`src/rtl/hfadc_pkg.sv`:
```
package hfadc_pkg;
  typedef enum logic [1:0] {
    PH_IDLE  = 2'd0,
    PH_TRACK = 2'd1,
    PH_FINE  = 2'd2
  } phase_t;
endpackage

```
`src/rtl/hfadc_therm_enc.sv`:
```
module hfadc_therm_enc #(
  parameter int SEGS  = 15,
  parameter int OUT_W = 4
) (
  input  logic [SEGS-1:0]  therm,
  output logic [OUT_W-1:0] code
);
  // Count of set segments; a valid thermometer word gives its level directly.
  always_comb begin
    code = '0;
    for (int i = 0; i < SEGS; i++) begin
      code = code + OUT_W'(therm[i]);
    end
  end
endmodule

```
`src/rtl/hfadc_seq.sv`:
```
module hfadc_seq
  import hfadc_pkg::*;
#(
  parameter int TRACK_CYC = 200,
  parameter int FINE_CYC  = 120
) (
  input  logic clk,
  input  logic rst_n,
  input  logic start,
  output logic busy,
  output logic coarse_stb,
  output logic eoc
);
  localparam int LONGEST = (TRACK_CYC > FINE_CYC) ? TRACK_CYC : FINE_CYC;
  localparam int CNT_W   = $clog2(LONGEST + 1);

  phase_t           phase_q, phase_nx;
  logic [CNT_W-1:0] cnt_q, cnt_nx;

  always_comb begin
    phase_nx   = phase_q;
    cnt_nx     = cnt_q;
    coarse_stb = 1'b0;
    eoc        = 1'b0;
    case (phase_q)
      PH_IDLE: begin
        if (start) begin
          phase_nx = PH_TRACK;
          cnt_nx   = CNT_W'(TRACK_CYC - 1);
        end
      end
      PH_TRACK: begin
        if (cnt_q == '0) begin
          coarse_stb = 1'b1;
          phase_nx   = PH_FINE;
          cnt_nx     = CNT_W'(FINE_CYC - 1);
        end else begin
          cnt_nx = cnt_q - 1'b1;
        end
      end
      PH_FINE: begin
        if (cnt_q == '0) begin
          eoc      = 1'b1;
          phase_nx = PH_IDLE;
        end else begin
          cnt_nx = cnt_q - 1'b1;
        end
      end
      default: phase_nx = PH_IDLE;
    endcase
  end

  always_ff @(posedge clk or negedge rst_n) begin
    if (!rst_n) begin
      phase_q <= PH_IDLE;
      cnt_q   <= '0;
    end else begin
      phase_q <= phase_nx;
      cnt_q   <= cnt_nx;
    end
  end

  assign busy = (phase_q != PH_IDLE);
endmodule

```
`src/rtl/hfadc_bus_ctrl.sv`:
```
module hfadc_bus_ctrl #(
  parameter int ADDR_W    = 3,
  parameter int RES_W     = 8,
  parameter int TRACK_CYC = 200,
  parameter int FINE_CYC  = 120
) (
  input  logic                       clk,
  input  logic                       rst_n,
  input  logic                       cs_n,
  input  logic                       rd_n,
  input  logic [ADDR_W-1:0]          chan_addr,
  input  logic [(1<<(RES_W/2))-2:0]  coarse_therm,
  input  logic [(1<<(RES_W/2))-2:0]  fine_therm,
  output logic [ADDR_W-1:0]          chan_sel,
  output logic [RES_W-1:0]           data_out,
  output logic                       data_oe,
  output logic                       int_n,
  output logic                       rdy_pull_lo
);
  localparam int HALF_W = RES_W / 2;
  localparam int SEGS   = (1 << HALF_W) - 1;

  // Strobe history
  logic cs_q, rd_q;
  logic sel, sel_q, cs_fall, cs_rise, rd_rise, start;

  assign sel     = !cs_n && !rd_n;
  assign sel_q   = !cs_q && !rd_q;
  assign cs_fall = !cs_n && cs_q;
  assign cs_rise = cs_n && !cs_q;
  assign rd_rise = rd_n && !rd_q;

  // Sequencer
  logic busy, coarse_stb, eoc;
  assign start = sel && !sel_q && !busy;

  hfadc_seq #(
    .TRACK_CYC (TRACK_CYC),
    .FINE_CYC  (FINE_CYC)
  ) seq_i (
    .clk        (clk),
    .rst_n      (rst_n),
    .start      (start),
    .busy       (busy),
    .coarse_stb (coarse_stb),
    .eoc        (eoc)
  );

  // Comparator bank encoders: index 0 coarse, index 1 fine
  logic [HALF_W-1:0] bank_code [2];
  for (genvar g = 0; g < 2; g++) begin : g_enc
    hfadc_therm_enc #(
      .SEGS  (SEGS),
      .OUT_W (HALF_W)
    ) enc_i (
      .therm ((g == 0) ? coarse_therm : fine_therm),
      .code  (bank_code[g])
    );
  end

  // Held state
  logic [ADDR_W-1:0] chan_q;
  logic [HALF_W-1:0] coarse_q;
  logic [RES_W-1:0]  result_q;
  logic              int_q, int_nx;
  logic              rdy_q, rdy_nx;
  logic              wait_q, wait_nx;

  always_comb begin
    int_nx = int_q;
    if (eoc)                   int_nx = 1'b0;
    else if (cs_rise || rd_rise) int_nx = 1'b1;

    rdy_nx = rdy_q;
    if (cs_fall)               rdy_nx = 1'b1;
    else if (cs_rise)          rdy_nx = 1'b0;
    else if (eoc && sel)       rdy_nx = 1'b0;

    wait_nx = wait_q;
    if (coarse_stb && sel)     wait_nx = 1'b1;
    else if (eoc || !sel)      wait_nx = 1'b0;
  end

  always_ff @(posedge clk or negedge rst_n) begin
    if (!rst_n) begin
      cs_q     <= 1'b1;
      rd_q     <= 1'b1;
      chan_q   <= '0;
      coarse_q <= '0;
      result_q <= '0;
      int_q    <= 1'b1;
      rdy_q    <= 1'b0;
      wait_q   <= 1'b0;
    end else begin
      cs_q   <= cs_n;
      rd_q   <= rd_n;
      int_q  <= int_nx;
      rdy_q  <= rdy_nx;
      wait_q <= wait_nx;
      if (start)      chan_q   <= chan_addr;
      if (coarse_stb) coarse_q <= bank_code[0];
      if (eoc)        result_q <= {coarse_q, bank_code[1]};
    end
  end

  assign chan_sel    = chan_q;
  assign data_out    = result_q;
  assign data_oe     = sel && !wait_q;
  assign int_n       = int_q;
  assign rdy_pull_lo = rdy_q;
endmodule

```
`config.mk`:
```
export PLATFORM = sky130hd
export DESIGN_NAME = hfadc_bus_ctrl
export DESIGN_NICKNAME = d
export VERILOG_FILES = /design/src/rtl/hfadc_pkg.sv /design/src/rtl/hfadc_therm_enc.sv /design/src/rtl/hfadc_seq.sv /design/src/rtl/hfadc_bus_ctrl.sv
export SDC_FILE = /design/constraint.sdc
export NUM_CORES = 1
export LEC_CHECK = 0
export CORE_MARGIN = 1.5
export CORE_UTILIZATION = 35
export DETAILED_ROUTE_END_ITERATION = 8
export DONT_BUFFER_PORTS = 1
export PLACE_DENSITY = 0.56
export SYNTH_ARGS = -nofsm -noshare
export SYNTH_HDL_FRONTEND = slang
export SYNTH_HIERARCHICAL = 1
export SYNTH_SLANG_ARGS = --single-unit
```
`constraint.sdc`:
```
create_clock -name clk -period 2.1 [get_ports clk]
set_input_delay 0.63 -clock clk [delete_from_list [all_inputs] [get_ports clk]]
set_output_delay 0.63 -clock clk [all_outputs]
set_load 0.02 [all_outputs]
```
==> summary.txt <==
Logic synthesis
  • Seq cells post-synth: 30
  • Sequential-to-total area share from yosys stat: 34.2%
  • Post-Syn Nets: 274
  • FFs w/ async S/R, synth: 100%
  • Ys Warns: 6
  • Top_reg_cell synth: dfrtp_1
  • Distinct cells, synth: 38
  • Post-Syn Instances: 204
  • Syn avg cell area: 10.8 sq um
  • Mapped cell area: 0.00221 sq mm
  • Number of flops mapped to enable cells by yosys: 0

Routing
  • DRT antenna net count: 0
  • DR vias: 1,414
  • DR pass1 iterations: 4
  • Drt via density: 4.81
  • Drt wl/cell: 13.1 microns
  • Post-Route WL: 3.86 mm
  • Drt initial violations: 34
  • Remaining DRCs: 0

Placed design
  • Final HPWL DP: 2.96 mm
  • Post-Place Cell Area: 0.00237 sq mm
  • Port bufs: 0
  • Final Wtd Congestion: 0.765
  • Pre-CTS setup slack: -1.82 ns
  • Dpl cells: 286

Power and ir drop
  • Cell area power density: 649 mW/mm^2
  • Tot Pwr: 1640 uW
  • Leakage power: 0.00128 uW
  • Maximum VDD drop: 253 uV

Min path
  • HP Class: input port to async pin

Cells and area
  • Final instance area: 0.00252 sq mm
  • Area delta synth->final: 14.3%
  • Final Util: 42.1%
  • Diodes inserted: 0
  • Layout Cells excl Fill: 294
  • Layout net count: 288
  • Layout cells sized above 1: 29.7%

Status
  • Outcome: finished, violations left
  • Failing checks: negative setup slack

Setup path
  • WP data required: 2.27 ns
  • Flop-to-flop setup slack: 0.14 ns
  • Startpoint Class: input port
  • Critical path capture point type: register
  • Critical R2R Launch: seq_i/cnt_q[0]$_DFFE_PN0P_
  • Max FO, Critical Path: 2
  • R2R Path End: seq_i/cnt_q[0]$_DFFE_PN0P_
  • CP Class: input port to register
  • R2R depth: 7
  • Critical path arrival: 3.81 ns

Die
  • Full die area: 0.00679 sq mm
  • Die Ht: 82.4 microns
  • Row count: 28
  • Die W: 82.4 microns
  • Core box area: 0.00599 sq mm
  • Io pins: 51
  • Starting Density: 36.8%

STA
  • Min Tclk post-route: 3.64 ns
  • Layout Skew: 0.00334 ns
  • PnR worst setup slack: -1.54 ns
  • Slew Limit Fails: 0
  • Fin. Hold Viols: 0
  • RSZ-0062 raised after global routing: yes
  • Worst Max-Slew Pin Slew: 0.477 ns
  • Worst slew margin: 68.1%
  • Final setup fails: 8
  • Max Freq: 0.275 GHz
  • Post-route clock period utilization: 173%

Clocking
  • Postcts setup bufs: 0
  • Clock Path Buffers: 2
  • Worst-path clk slew: 0.06 ns
  • Hold_buf cts: 0
  • H-tree depth: 2
  • Root Driver: clkbuf_8
  • CTS tree: built
  • TritonCTS Buffers: 5
  • Worst skew pair latency: 0.28 ns
  • Clock tree sinks: 30

GRT
  • Vias in the first global route: 1,466
  • Initial antenna violation count: 0
  • Global-route wire length before repair: 6.60 mm
  • Largest net degree at the start of global routing: 31
  • Gr ovfl total: 0
  • Tot GR Track Use: 12.9%

Job
  • Max-cap violations: 0
metal layers:
layer / routed length, microns / GRT usage (%)
met1: 1790 / 17.0
met4: 34 / 4.58
met5: 0 / 0
met3: 223 / 3.85
met2: 1820 / 20.0
flip-flops by register name, indices dropped and copies added, names as in the netlist:
name,flops
seq_i/phase_q,2
int_n,1
rd_q,1
rdy_pull_lo,1
chan_sel,3
coarse_q,4
wait_q,1
seq_i/cnt_q,8
cs_q,1
data_out,8
repair_timing:
item                                   in CTS  in global routing
endpoints found under the hold margin       0                  0
gates resized for setup                    12                 11
setup endpoints to repair                   8                 12
pin swaps                                   4                  4
stage by stage:
| step | hold WS, ns | setup TNS, ns |
|---|---|---|
| CTS | 0.0257 | -10.53 |
| detailed placement | 0.335 | -13.05 |
| floorplan | 0.334 | -12.33 |
| finish | 0.0383 | -10.48 |
| global placement | 0.335 | -12.82 |
| global route | 0.0225 | -11.17 |
cell usage after synthesis (all sizes together) (3+ instances only):
cell,number,area [sq um]
nor3,5,40.0
inv,54,203
o31ai,3,27.5
nand2,6,22.5
dfrtp,27,676
mux2,19,225
nor2,8,30.0
fa,20,400
ha,13,163
o21ai,6,33.8
dfstp,3,78.8
a21oi,12,60.1
cells in the final DEF (no fill, tap or decap), types with 2 or more instances in the layout:
cell type,Yosys,routed
clkbuf_8,0,6
mux2_4,3,9
nand3b_1,2,2
mux2_2,16,10
inv_2,1,4
nor3_2,3,3
fa_1,20,14
o31ai_1,2,2
nand2b_1,2,2
nand2_1,6,5
xnor2_1,2,2
o22a_1,2,2
fa_2,0,6
inv_1,53,47
o31a_2,2,2
dfstp_2,3,3
inv_8,0,2
dfrtp_1,27,27
ha_1,13,12
a31oi_1,2,2
nor2_1,8,8
a21oi_1,12,12
buf_4,1,8
o21ai_0,5,5
o211a_1,2,2
nor3_1,2,2
worst max-delay path by stage:
stage	startpoint	endpoint	slack [ns]	cells after the start
after floorplan	coarse_therm[5]	coarse_q[1]$_DFFE_PN0P_	-1.71	9
after global placement	fine_therm[5]	data_out[1]$_DFFE_PN0P_	-1.79	9
after detailed placement	coarse_therm[0]	coarse_q[1]$_DFFE_PN0P_	-1.82	9
after CTS	coarse_therm[0]	coarse_q[2]$_DFFE_PN0P_	-1.50	9
after global routing	fine_therm[5]	data_out[1]$_DFFE_PN0P_	-1.61	9
final	fine_therm[0]	data_out[1]$_DFFE_PN0P_	-1.54	9
critical path, cell delays in order:
cell	delay (ns)
inv_6	0.01
fa_1	0.56
fa_2	0.46
fa_2	0.55
fa_1	0.42
fa_2	0.37
fa_2	0.54
inv_2	0.03
mux2_4	0.24
final cells by class:
| type | count | area, sq um |
|---|---|---|
| clock buffers | 6 | 82.6 |
| clock inverters | 2 | 12.5 |
| fillers | 586 | 3470 |
| inverters | 54 | 223 |
| multi-input cells | 119 | 1300 |
| flip-flops and latches | 30 | 754 |
| well taps | 75 | 93.8 |
| repair buffers | 8 | 60.1 |
report_power, final:
| part | leakage, uW | switching [uW] | internal [uW] | total, uW |
|---|---|---|---|---|
| clock network | 0.0000472 | 218 | 263 | 480 |
| registers | 0.000382 | 6.30 | 584 | 591 |
| logic | 0.000847 | 284 | 284 | 568 |
cell families after synthesis:
| kind of cell | count (synthesis) | share of synthesized area (%) |
|---|---|---|
| flip-flops | 30 | 34.2 |
| adder cells (fa/ha/maj) | 33 | 25.5 |
| buffers and inverters | 55 | 9.52 |
| multiplexers | 19 | 10.2 |
| XOR/XNOR | 2 | 0.794 |
| AO/OA/AOI/OAI | 34 | 10.7 |
| AND/OR/NAND/NOR | 31 | 9.13 |
Note: power is estimated with default switching activity, not from simulation.
